<file path="src/rtl/fuse_rd_pkg.sv">
package fuse_rd_pkg;

   localparam int COL_N      = 32;
   localparam int TABLE_ROWS = 64;

   typedef logic [COL_N-1:0] col_mask_t;

   // columns lo..hi set, inclusive
   function automatic col_mask_t col_span(input int lo, input int hi);
      col_mask_t m;
      m = '0;
      for (int c = 0; c < COL_N; c++) begin
         if (c >= lo && c <= hi) m[c] = 1'b1;
      end
      return m;
   endfunction

   // visibility of array-0 rows; rows with no entry expose nothing
   function automatic col_mask_t bank0_row_mask(input int row);
      col_mask_t m;
      if (row == 0)                         m = col_span(28, 31);
      else if (row >= 8 && row <= 15)       m = '1;
      else if (row == 16)                   m = col_span(0, 7) | col_span(10, 16);
      else if (row == 17)                   m = col_span(0, 2);
      else if (row == 20)                   m = '1;
      else if (row == 21)                   m = col_span(0, 23) | col_span(29, 31);
      else if (row == 22 || row == 23)      m = '1;
      else if (row >= 40 && row <= 63)      m = '1;
      else                                  m = '0;
      return m;
   endfunction

endpackage

</file>
<file path="src/rtl/fuse_rd_decode.sv">
module fuse_rd_decode
   import fuse_rd_pkg::*;
#(
   parameter int ROW_LSB = 5,
   parameter int ROW_W   = 6,
   parameter int SEL_LSB = 11,
   parameter int SEL_W   = 2,
   localparam int ADDR_W = SEL_LSB + SEL_W
)(
   input  logic              clk,
   input  logic              rst_n,
   input  logic              addr_wr,
   input  logic [ADDR_W-1:0] addr_wdata,
   output logic              s1_valid,
   output logic              s1_grant,
   output col_mask_t         s1_mask,
   output logic [SEL_W-1:0]  s1_sel,
   output logic [ROW_W-1:0]  s1_row
);

   if (ROW_LSB < 1)                 $error("ROW_LSB must leave at least one ignored bit");
   if (SEL_LSB < ROW_LSB + ROW_W)   $error("array field overlaps row field");
   if (SEL_W != 2)                  $error("array select must be two bits");

   logic [SEL_W-1:0] arr;
   logic [ROW_W-1:0] row;
   logic             unused_low;
   logic             in_table;
   logic             grant_c;
   col_mask_t        mask_c;
   logic [SEL_W-1:0] sel_c;

   assign arr        = addr_wdata[SEL_LSB +: SEL_W];
   assign row        = addr_wdata[ROW_LSB +: ROW_W];
   assign unused_low = ^addr_wdata[ROW_LSB-1:0];

   // rows past the mask table are refused; a narrow row field never leaves it
   if ((1 << ROW_W) <= TABLE_ROWS) begin : g_tab_full
      assign in_table = 1'b1;
   end else begin : g_tab_cmp
      localparam logic [ROW_W-1:0] TAB_LIM = ROW_W'(TABLE_ROWS);
      assign in_table = (row < TAB_LIM);
   end

   always_comb begin
      grant_c = 1'b0;
      mask_c  = '0;
      sel_c   = arr;
      unique case (arr)
         2'd0: begin
            grant_c = in_table;
            mask_c  = bank0_row_mask(int'(row));
         end
         2'd1: begin
            grant_c = 1'b0;
         end
         default: begin
            grant_c = 1'b1;
            mask_c  = '1;
            sel_c   = arr - 2'd1;
         end
      endcase
   end

   always_ff @(posedge clk or negedge rst_n) begin
      if (!rst_n) begin
         s1_valid <= 1'b0;
         s1_grant <= 1'b0;
         s1_mask  <= '0;
         s1_sel   <= '0;
         s1_row   <= '0;
      end else begin
         s1_valid <= addr_wr;
         if (addr_wr) begin
            s1_grant <= grant_c;
            s1_mask  <= mask_c;
            s1_sel   <= sel_c;
            s1_row   <= row;
         end
      end
   end

   a_r8_array1_refused: assert property (@(posedge clk) disable iff (!rst_n)
      addr_wr && (arr == 2'd1) |=> s1_valid && !s1_grant);

   a_r7_upper_remap: assert property (@(posedge clk) disable iff (!rst_n)
      addr_wr && arr[1] |=> s1_grant && (s1_sel == $past(arr) - 2'd1));

endmodule

</file>
<file path="src/rtl/fuse_rd_fetch.sv">
module fuse_rd_fetch
   import fuse_rd_pkg::*;
#(
   parameter int FETCH_LAT = 1,
   parameter int ROW_W     = 6,
   parameter int SEL_W     = 2
)(
   input  logic             clk,
   input  logic             rst_n,
   input  logic             in_valid,
   input  logic             in_grant,
   input  col_mask_t        in_mask,
   input  logic [SEL_W-1:0] in_sel,
   input  logic [ROW_W-1:0] in_row,
   output logic             fuse_rd_en,
   output logic [SEL_W-1:0] fuse_rd_sel,
   output logic [ROW_W-1:0] fuse_rd_row,
   output logic             out_valid,
   output logic             out_grant,
   output col_mask_t        out_mask
);

   if (FETCH_LAT < 0 || FETCH_LAT > 1) $error("FETCH_LAT must be 0 or 1");

   assign fuse_rd_en  = in_valid & in_grant;
   assign fuse_rd_sel = in_sel;
   assign fuse_rd_row = in_row;

   if (FETCH_LAT == 0) begin : g_comb
      assign out_valid = in_valid;
      assign out_grant = in_grant;
      assign out_mask  = in_mask;
   end else begin : g_reg
      logic      v_q;
      logic      g_q;
      col_mask_t m_q;
      always_ff @(posedge clk or negedge rst_n) begin
         if (!rst_n) begin
            v_q <= 1'b0;
            g_q <= 1'b0;
            m_q <= '0;
         end else begin
            v_q <= in_valid;
            if (in_valid) begin
               g_q <= in_grant;
               m_q <= in_mask;
            end
         end
      end
      assign out_valid = v_q;
      assign out_grant = g_q;
      assign out_mask  = m_q;

      a_r10_stage_follows: assert property (@(posedge clk) disable iff (!rst_n)
         in_valid |=> out_valid);
   end

endmodule

</file>
<file path="src/rtl/fuse_rd_commit.sv">
module fuse_rd_commit
   import fuse_rd_pkg::*;
#(
   parameter int DATA_W = 32
)(
   input  logic              clk,
   input  logic              rst_n,
   input  logic              in_valid,
   input  logic              in_grant,
   input  col_mask_t         in_mask,
   input  logic [DATA_W-1:0] row_data,
   output logic [DATA_W-1:0] rd_data,
   output logic              rd_done,
   output logic              rd_error
);

   if (DATA_W != COL_N) $error("data width must match the mask table width");

   always_ff @(posedge clk or negedge rst_n) begin
      if (!rst_n) begin
         rd_data  <= '0;
         rd_done  <= 1'b0;
         rd_error <= 1'b0;
      end else if (in_valid) begin
         if (in_grant) begin
            rd_data  <= row_data & in_mask;
            rd_done  <= 1'b1;
            rd_error <= 1'b0;
         end else begin
            rd_data  <= '0;
            rd_done  <= 1'b0;
            rd_error <= 1'b1;
         end
      end
   end

   a_r9_grant_status: assert property (@(posedge clk) disable iff (!rst_n)
      in_valid && in_grant |=> rd_done && !rd_error);

   a_r8_deny_status: assert property (@(posedge clk) disable iff (!rst_n)
      in_valid && !in_grant |=> (rd_data == '0) && rd_error && !rd_done);

   a_r9_exclusive: assert property (@(posedge clk) disable iff (!rst_n)
      !(rd_done && rd_error));

   a_r10_hold_data: assert property (@(posedge clk) disable iff (!rst_n)
      !in_valid |=> $stable(rd_data) && $stable(rd_done) && $stable(rd_error));

endmodule

</file>
<file path="src/rtl/fuse_row_reader.sv">
module fuse_row_reader
   import fuse_rd_pkg::*;
#(
   parameter int FETCH_LAT = 1,
   parameter int DATA_W    = 32,
   parameter int ROW_LSB   = 5,
   parameter int ROW_W     = 6,
   parameter int SEL_LSB   = 11,
   parameter int SEL_W     = 2,
   localparam int ADDR_W   = SEL_LSB + SEL_W
)(
   input  logic              clk,
   input  logic              rst_n,
   input  logic              addr_wr,
   input  logic [ADDR_W-1:0] addr_wdata,
   output logic              fuse_rd_en,
   output logic [SEL_W-1:0]  fuse_rd_sel,
   output logic [ROW_W-1:0]  fuse_rd_row,
   input  logic [DATA_W-1:0] fuse_rd_data,
   output logic [DATA_W-1:0] rd_data,
   output logic              rd_done,
   output logic              rd_error
);

   logic             s1_valid, s1_grant;
   col_mask_t        s1_mask;
   logic [SEL_W-1:0] s1_sel;
   logic [ROW_W-1:0] s1_row;
   logic             s2_valid, s2_grant;
   col_mask_t        s2_mask;

   fuse_rd_decode #(
      .ROW_LSB(ROW_LSB), .ROW_W(ROW_W), .SEL_LSB(SEL_LSB), .SEL_W(SEL_W)
   ) u_decode (
      .clk(clk), .rst_n(rst_n),
      .addr_wr(addr_wr), .addr_wdata(addr_wdata),
      .s1_valid(s1_valid), .s1_grant(s1_grant), .s1_mask(s1_mask),
      .s1_sel(s1_sel), .s1_row(s1_row)
   );

   fuse_rd_fetch #(
      .FETCH_LAT(FETCH_LAT), .ROW_W(ROW_W), .SEL_W(SEL_W)
   ) u_fetch (
      .clk(clk), .rst_n(rst_n),
      .in_valid(s1_valid), .in_grant(s1_grant), .in_mask(s1_mask),
      .in_sel(s1_sel), .in_row(s1_row),
      .fuse_rd_en(fuse_rd_en), .fuse_rd_sel(fuse_rd_sel), .fuse_rd_row(fuse_rd_row),
      .out_valid(s2_valid), .out_grant(s2_grant), .out_mask(s2_mask)
   );

   fuse_rd_commit #(
      .DATA_W(DATA_W)
   ) u_commit (
      .clk(clk), .rst_n(rst_n),
      .in_valid(s2_valid), .in_grant(s2_grant), .in_mask(s2_mask),
      .row_data(fuse_rd_data),
      .rd_data(rd_data), .rd_done(rd_done), .rd_error(rd_error)
   );

   a_r11_fetch_after_write: assert property (@(posedge clk) disable iff (!rst_n)
      fuse_rd_en |-> $past(addr_wr));

   a_r11_single_pulse: assert property (@(posedge clk) disable iff (!rst_n)
      fuse_rd_en && !addr_wr |=> !fuse_rd_en);

   a_r7_no_raw_top_array: assert property (@(posedge clk) disable iff (!rst_n)
      fuse_rd_en |-> (fuse_rd_sel != 2'd3));

endmodule

</file>
<file path="config.mk">
export PLATFORM = sky130hd
export DESIGN_NAME = fuse_row_reader
export DESIGN_NICKNAME = d
export VERILOG_FILES = /design/src/rtl/fuse_rd_pkg.sv /design/src/rtl/fuse_rd_decode.sv /design/src/rtl/fuse_rd_fetch.sv /design/src/rtl/fuse_rd_commit.sv /design/src/rtl/fuse_row_reader.sv
export SDC_FILE = /design/constraint.sdc
export NUM_CORES = 1
export LEC_CHECK = 0
export BUFFER_PORTS_ARGS = -buffer_cell sky130_fd_sc_hd__buf_2
export CAP_MARGIN = 30
export CORE_MARGIN = 3
export CORE_UTILIZATION = 48
export CTS_CLUSTER_DIAMETER = 40
export CTS_CLUSTER_SIZE = 14
export DETAILED_ROUTE_END_ITERATION = 7
export HOLD_SLACK_MARGIN = 0.15
export PLACE_DENSITY = 0.88
export SETUP_SLACK_MARGIN = 0.3
export SLEW_MARGIN = 10
export SYNTH_ARGS = -nofsm -noshare
export SYNTH_HDL_FRONTEND = slang
export SYNTH_SLANG_ARGS = --single-unit
</file>
<file path="constraint.sdc">
create_clock -name clk -period 1.7 [get_ports clk]
set_input_delay 0.255 -clock clk [delete_from_list [all_inputs] [get_ports clk]]
set_output_delay 0.255 -clock clk [all_outputs]
set_load 0.005 [all_outputs]
</file>
==> results.md <==
* Sw Share at 24.6%
* Post-CTS setup buffers at 0
* Area growth from synthesis to layout at 37.4%
* Final Setup Violations at 0
* Initial DRC Count at 58
* Critical Path AT at 1070 ps
* Grt ovf at 0
* Worst setup EP type: primary output
* Post-Syn Instances at 228
* FILL cells at 383
* PwrDens at 1050 mW/mm^2
* Max-slew headroom at 69.0%
* CP cell instances: and2_1 > buf_2
* Vias/cell at 4.73
* Nets at 386
* Drt pass-1 iters at 4
* Clock sinks at 58
* Outcome: finished, final reports clean
* Half-perimeter wire length after placement at 3400 um
* ANT cells at 0
* Die W at 76.7 um
* Std cell rows at 25
* Synth cell types at 25
* Fin. Hold Viols at 0
* Non-Filler Instances at 406
* Power share of the clock group at 37.0%
* Worst EP required at 1440 ps
* Critical path buffers and inverters at 1
* Post-route ant nets at 0
* Least-Margin Pin Slew at 460 ps
* Setup TNS at 0 ps
* Root Driver: clkbuf_8
* Routability cong. at 0.710
* Static leakage power at 1.67 nW
* Post-Place Cells at 372
* CTS H-tree depth at 3
* Maxcap violations at 0
* Post-Syn Area at 0.00240 mm^2
* Worst Skew at 5.71 ps
* HP Start: fuse_rd_data[17]
* Port bufs at 85
* R2r startpoint: u_fetch.out_valid
* Initial antenna violation count at 0
* Synth Warn # at 0
* Worst-path clk slew at 60 ps
* Unrepaired setup endpoints after global routing: no
* Slowest cell on the critical path: dfrtp_2
* Via count at 1921
* Met2 Usage GRT at 35.0%
* Layout cells sized above 1 at 36.6%
* Core area at 0.00479 mm^2
* Max stage delay on crit path at 470 ps
* Syn Area/Cell at 10.5 um^2
* Routed length per instance at 12.9 um
* Final wirelength at 5220 um
* HP Class: in2reg
* Fin crit share at 78.1%
* Fin crit period at 1330 ps
* Drc violations at 0
* Syn nets at 279
* Sequential Power Share at 47.4%
* Internal Pwr Total at 0.00262 W
* Peak supply drop at 0.000532 V
* CTS tree: built
* Fin. max-slew vios at 0
* M3 GR Usage at 3.64%
* Die Ht at 76.7 um
* FMAX at 753 MHz
* CTS Buffer Depth at 2
* DIE AREA at 0.00588 mm^2
* Combinational Power Share at 15.6%
* #FFs+latches synth at 58
* Number of global-route vias before repair at 1979
* GRT Resource Usage Total at 19.4%
* R2r setup slk at 470 ps
* Critical Path Fanout Max at 9
* TritonCTS Buffers at 9
* Startpoint types: flip-flop
* Met1 Usage GRT at 22.9%
* Io pins at 91
* Wire length of the first global-routing pass at 9100 um
* WS Path Type: reg2out
* Top Usage Layer GRT: met2
* Initial core utilization at 50.1%
* Largest net degree at the start of global routing at 59
* Crit-path leading delay family: flip-flops
* Critical Path Start: u_decode.s1_valid
* Switching power total at 0.000853 W
* Skew-Pair Late Insertion Delay at 320 ps
* Post-synthesis sequential area ratio at 60.5%
-- flip-flops by register name, indices dropped and copies added, names as in the netlist --
register / flops
u_decode.s1_sel: 2
u_decode.s1_grant: 1
u_commit.rd_done: 1
u_decode.s1_mask: 6
u_fetch.out_valid: 1
u_fetch.out_grant: 1
u_fetch.out_mask: 6
u_commit.rd_data: 32
u_commit.rd_error: 1
u_decode.s1_valid: 1
u_decode.s1_row: 6
-- layer usage --
| layer | up-vias | wire [um] | share of wire (%) |
|---|---|---|---|
| met3 | 6 | 239 | 4.6 |
| met2 | 56 | 2750 | 53 |
| met1 | 899 | 2190 | 42 |
| met5 | - | 0 | 0 |
| li1 | 960 | - | - |
| met4 | 0 | 46 | 0.88 |
-- layout by cell type, fill, tap and decap left out, types with 2 or more instances in the layout --
| master | instances |
|---|---|
| buf_4 | 2 |
| buf_2 | 85 |
| dfrtp_1 | 57 |
| dlygate4sd3_1 | 19 |
| o21ai_0 | 24 |
| nand2_1 | 34 |
| a31oi_1 | 2 |
| o22ai_1 | 14 |
| inv_1 | 42 |
| ha_1 | 3 |
| nor2_1 | 5 |
| nand2b_1 | 3 |
| mux2_2 | 18 |
| clkbuf_8 | 12 |
| o22a_1 | 2 |
-- path summary, 6_finish.rpt --
kind,cells past startpoint,end
setup reg to reg,4,u_commit.rd_data[21]
max in group asynchronous,3,u_decode.s1_valid
hold / removal,3,u_commit.rd_data[17]
hold reg to reg,1,u_fetch.out_mask[23]
min in group asynchronous,3,u_commit.rd_data[23]
setup / recovery,2,fuse_rd_en
-- power by group through the flow --
stage	combinational (W)	clock [W]	sequential, W
4_1_cts	0.000546	0.00132	0.00164
6_report	0.000543	0.00128	0.00164
5_1_grt	0.000620	0.00137	0.00167
2_1_floorplan	0.000243	0	0.00166
3_5_place_dp	0.000511	0	0.00167
3_3_place_gp	0.000489	0	0.00166
-- worst register-to-register path, cell delays in order (launching register included) --
cell,delay (ps)
dfrtp_1,350
buf_4,200
and3_1,380
nand2_1,100
o21ai_0,110
-- synth_stat cells --
| master | n | share of area [%] |
|---|---|---|
| a211oi_1 | 1 | 0.31 |
| o31ai_4 | 1 | 0.89 |
| and2b_1 | 1 | 0.31 |
| inv_1 | 42 | 6.6 |
| ha_1 | 3 | 1.6 |
| o21bai_1 | 1 | 0.31 |
| and3_1 | 2 | 0.52 |
| buf_1 | 1 | 0.16 |
| nand2b_1 | 3 | 0.78 |
| nor2b_1 | 1 | 0.26 |
| buf_2 | 2 | 0.42 |
| nand2_1 | 34 | 5.3 |
| a31oi_1 | 2 | 0.52 |
| clkbuf_1 | 8 | 1.3 |
| o22a_1 | 2 | 0.73 |
| or4_4 | 1 | 0.47 |
| and2_1 | 1 | 0.26 |
| dfrtp_1 | 58 | 61 |
| nand4_1 | 1 | 0.26 |
| nor2_1 | 5 | 0.78 |
| a21oi_1 | 1 | 0.21 |
| o22ai_1 | 14 | 3.7 |
| mux2i_1 | 1 | 0.42 |
| mux2_2 | 18 | 8.5 |
| o21ai_0 | 24 | 5.0 |
-- repair_timing --
| item | 4_1_cts | 5_1_grt |
|---|---|---|
| hold endpoints to repair | 76 | 0 |
| resized for setup | 1 | 1 |
| setup endpoints to repair | 1 | 8 |
| hold buffers | 19 | 0 |
| pin swaps | 0 | 0 |
-- cells by family (layout without fill, tap and decap cells) --
| logic type | after synthesis | after routing | share of synthesized area, % |
|---|---|---|---|
| AOI/OAI and AO/OA | 46 | 46 | 11.6 |
| adders and majority gates | 3 | 3 | 1.57 |
| DFF | 58 | 58 | 60.5 |
| and+or+nand+nor | 49 | 49 | 8.98 |
| muxes | 19 | 19 | 8.87 |
| buffers and inverters | 53 | 164 | 8.40 |
-- through the flow --
stage	instance area, um^2	utilization, %	total power, W	worst slack, ps	hold slack, ps
6_report	3290	68.8	0.00347	372	159
5_1_grt	3290	68.8	0.00366	313	168
4_1_cts	3290	68.8	0.00351	341	155
3_5_place_dp	2900	60.5	0.00218	134	281
3_3_place_gp	2900	60.5	0.00215	176	275
2_1_floorplan	2400	-	0.00190	343	-40.6
-- layout make-up --
class                      count  area, um^2  area share (%)
clock buffer                  13         169            5.13
clock inverter                 2        35.0            1.06
inverter                      42         158            4.79
multi-input combinational    117         746            22.6
sequential                    58        1450            44.1
tap                           67        83.8            2.54
timing repair buffer         107         651            19.7
No activity file was read; power rests on OpenSTA's default activity.
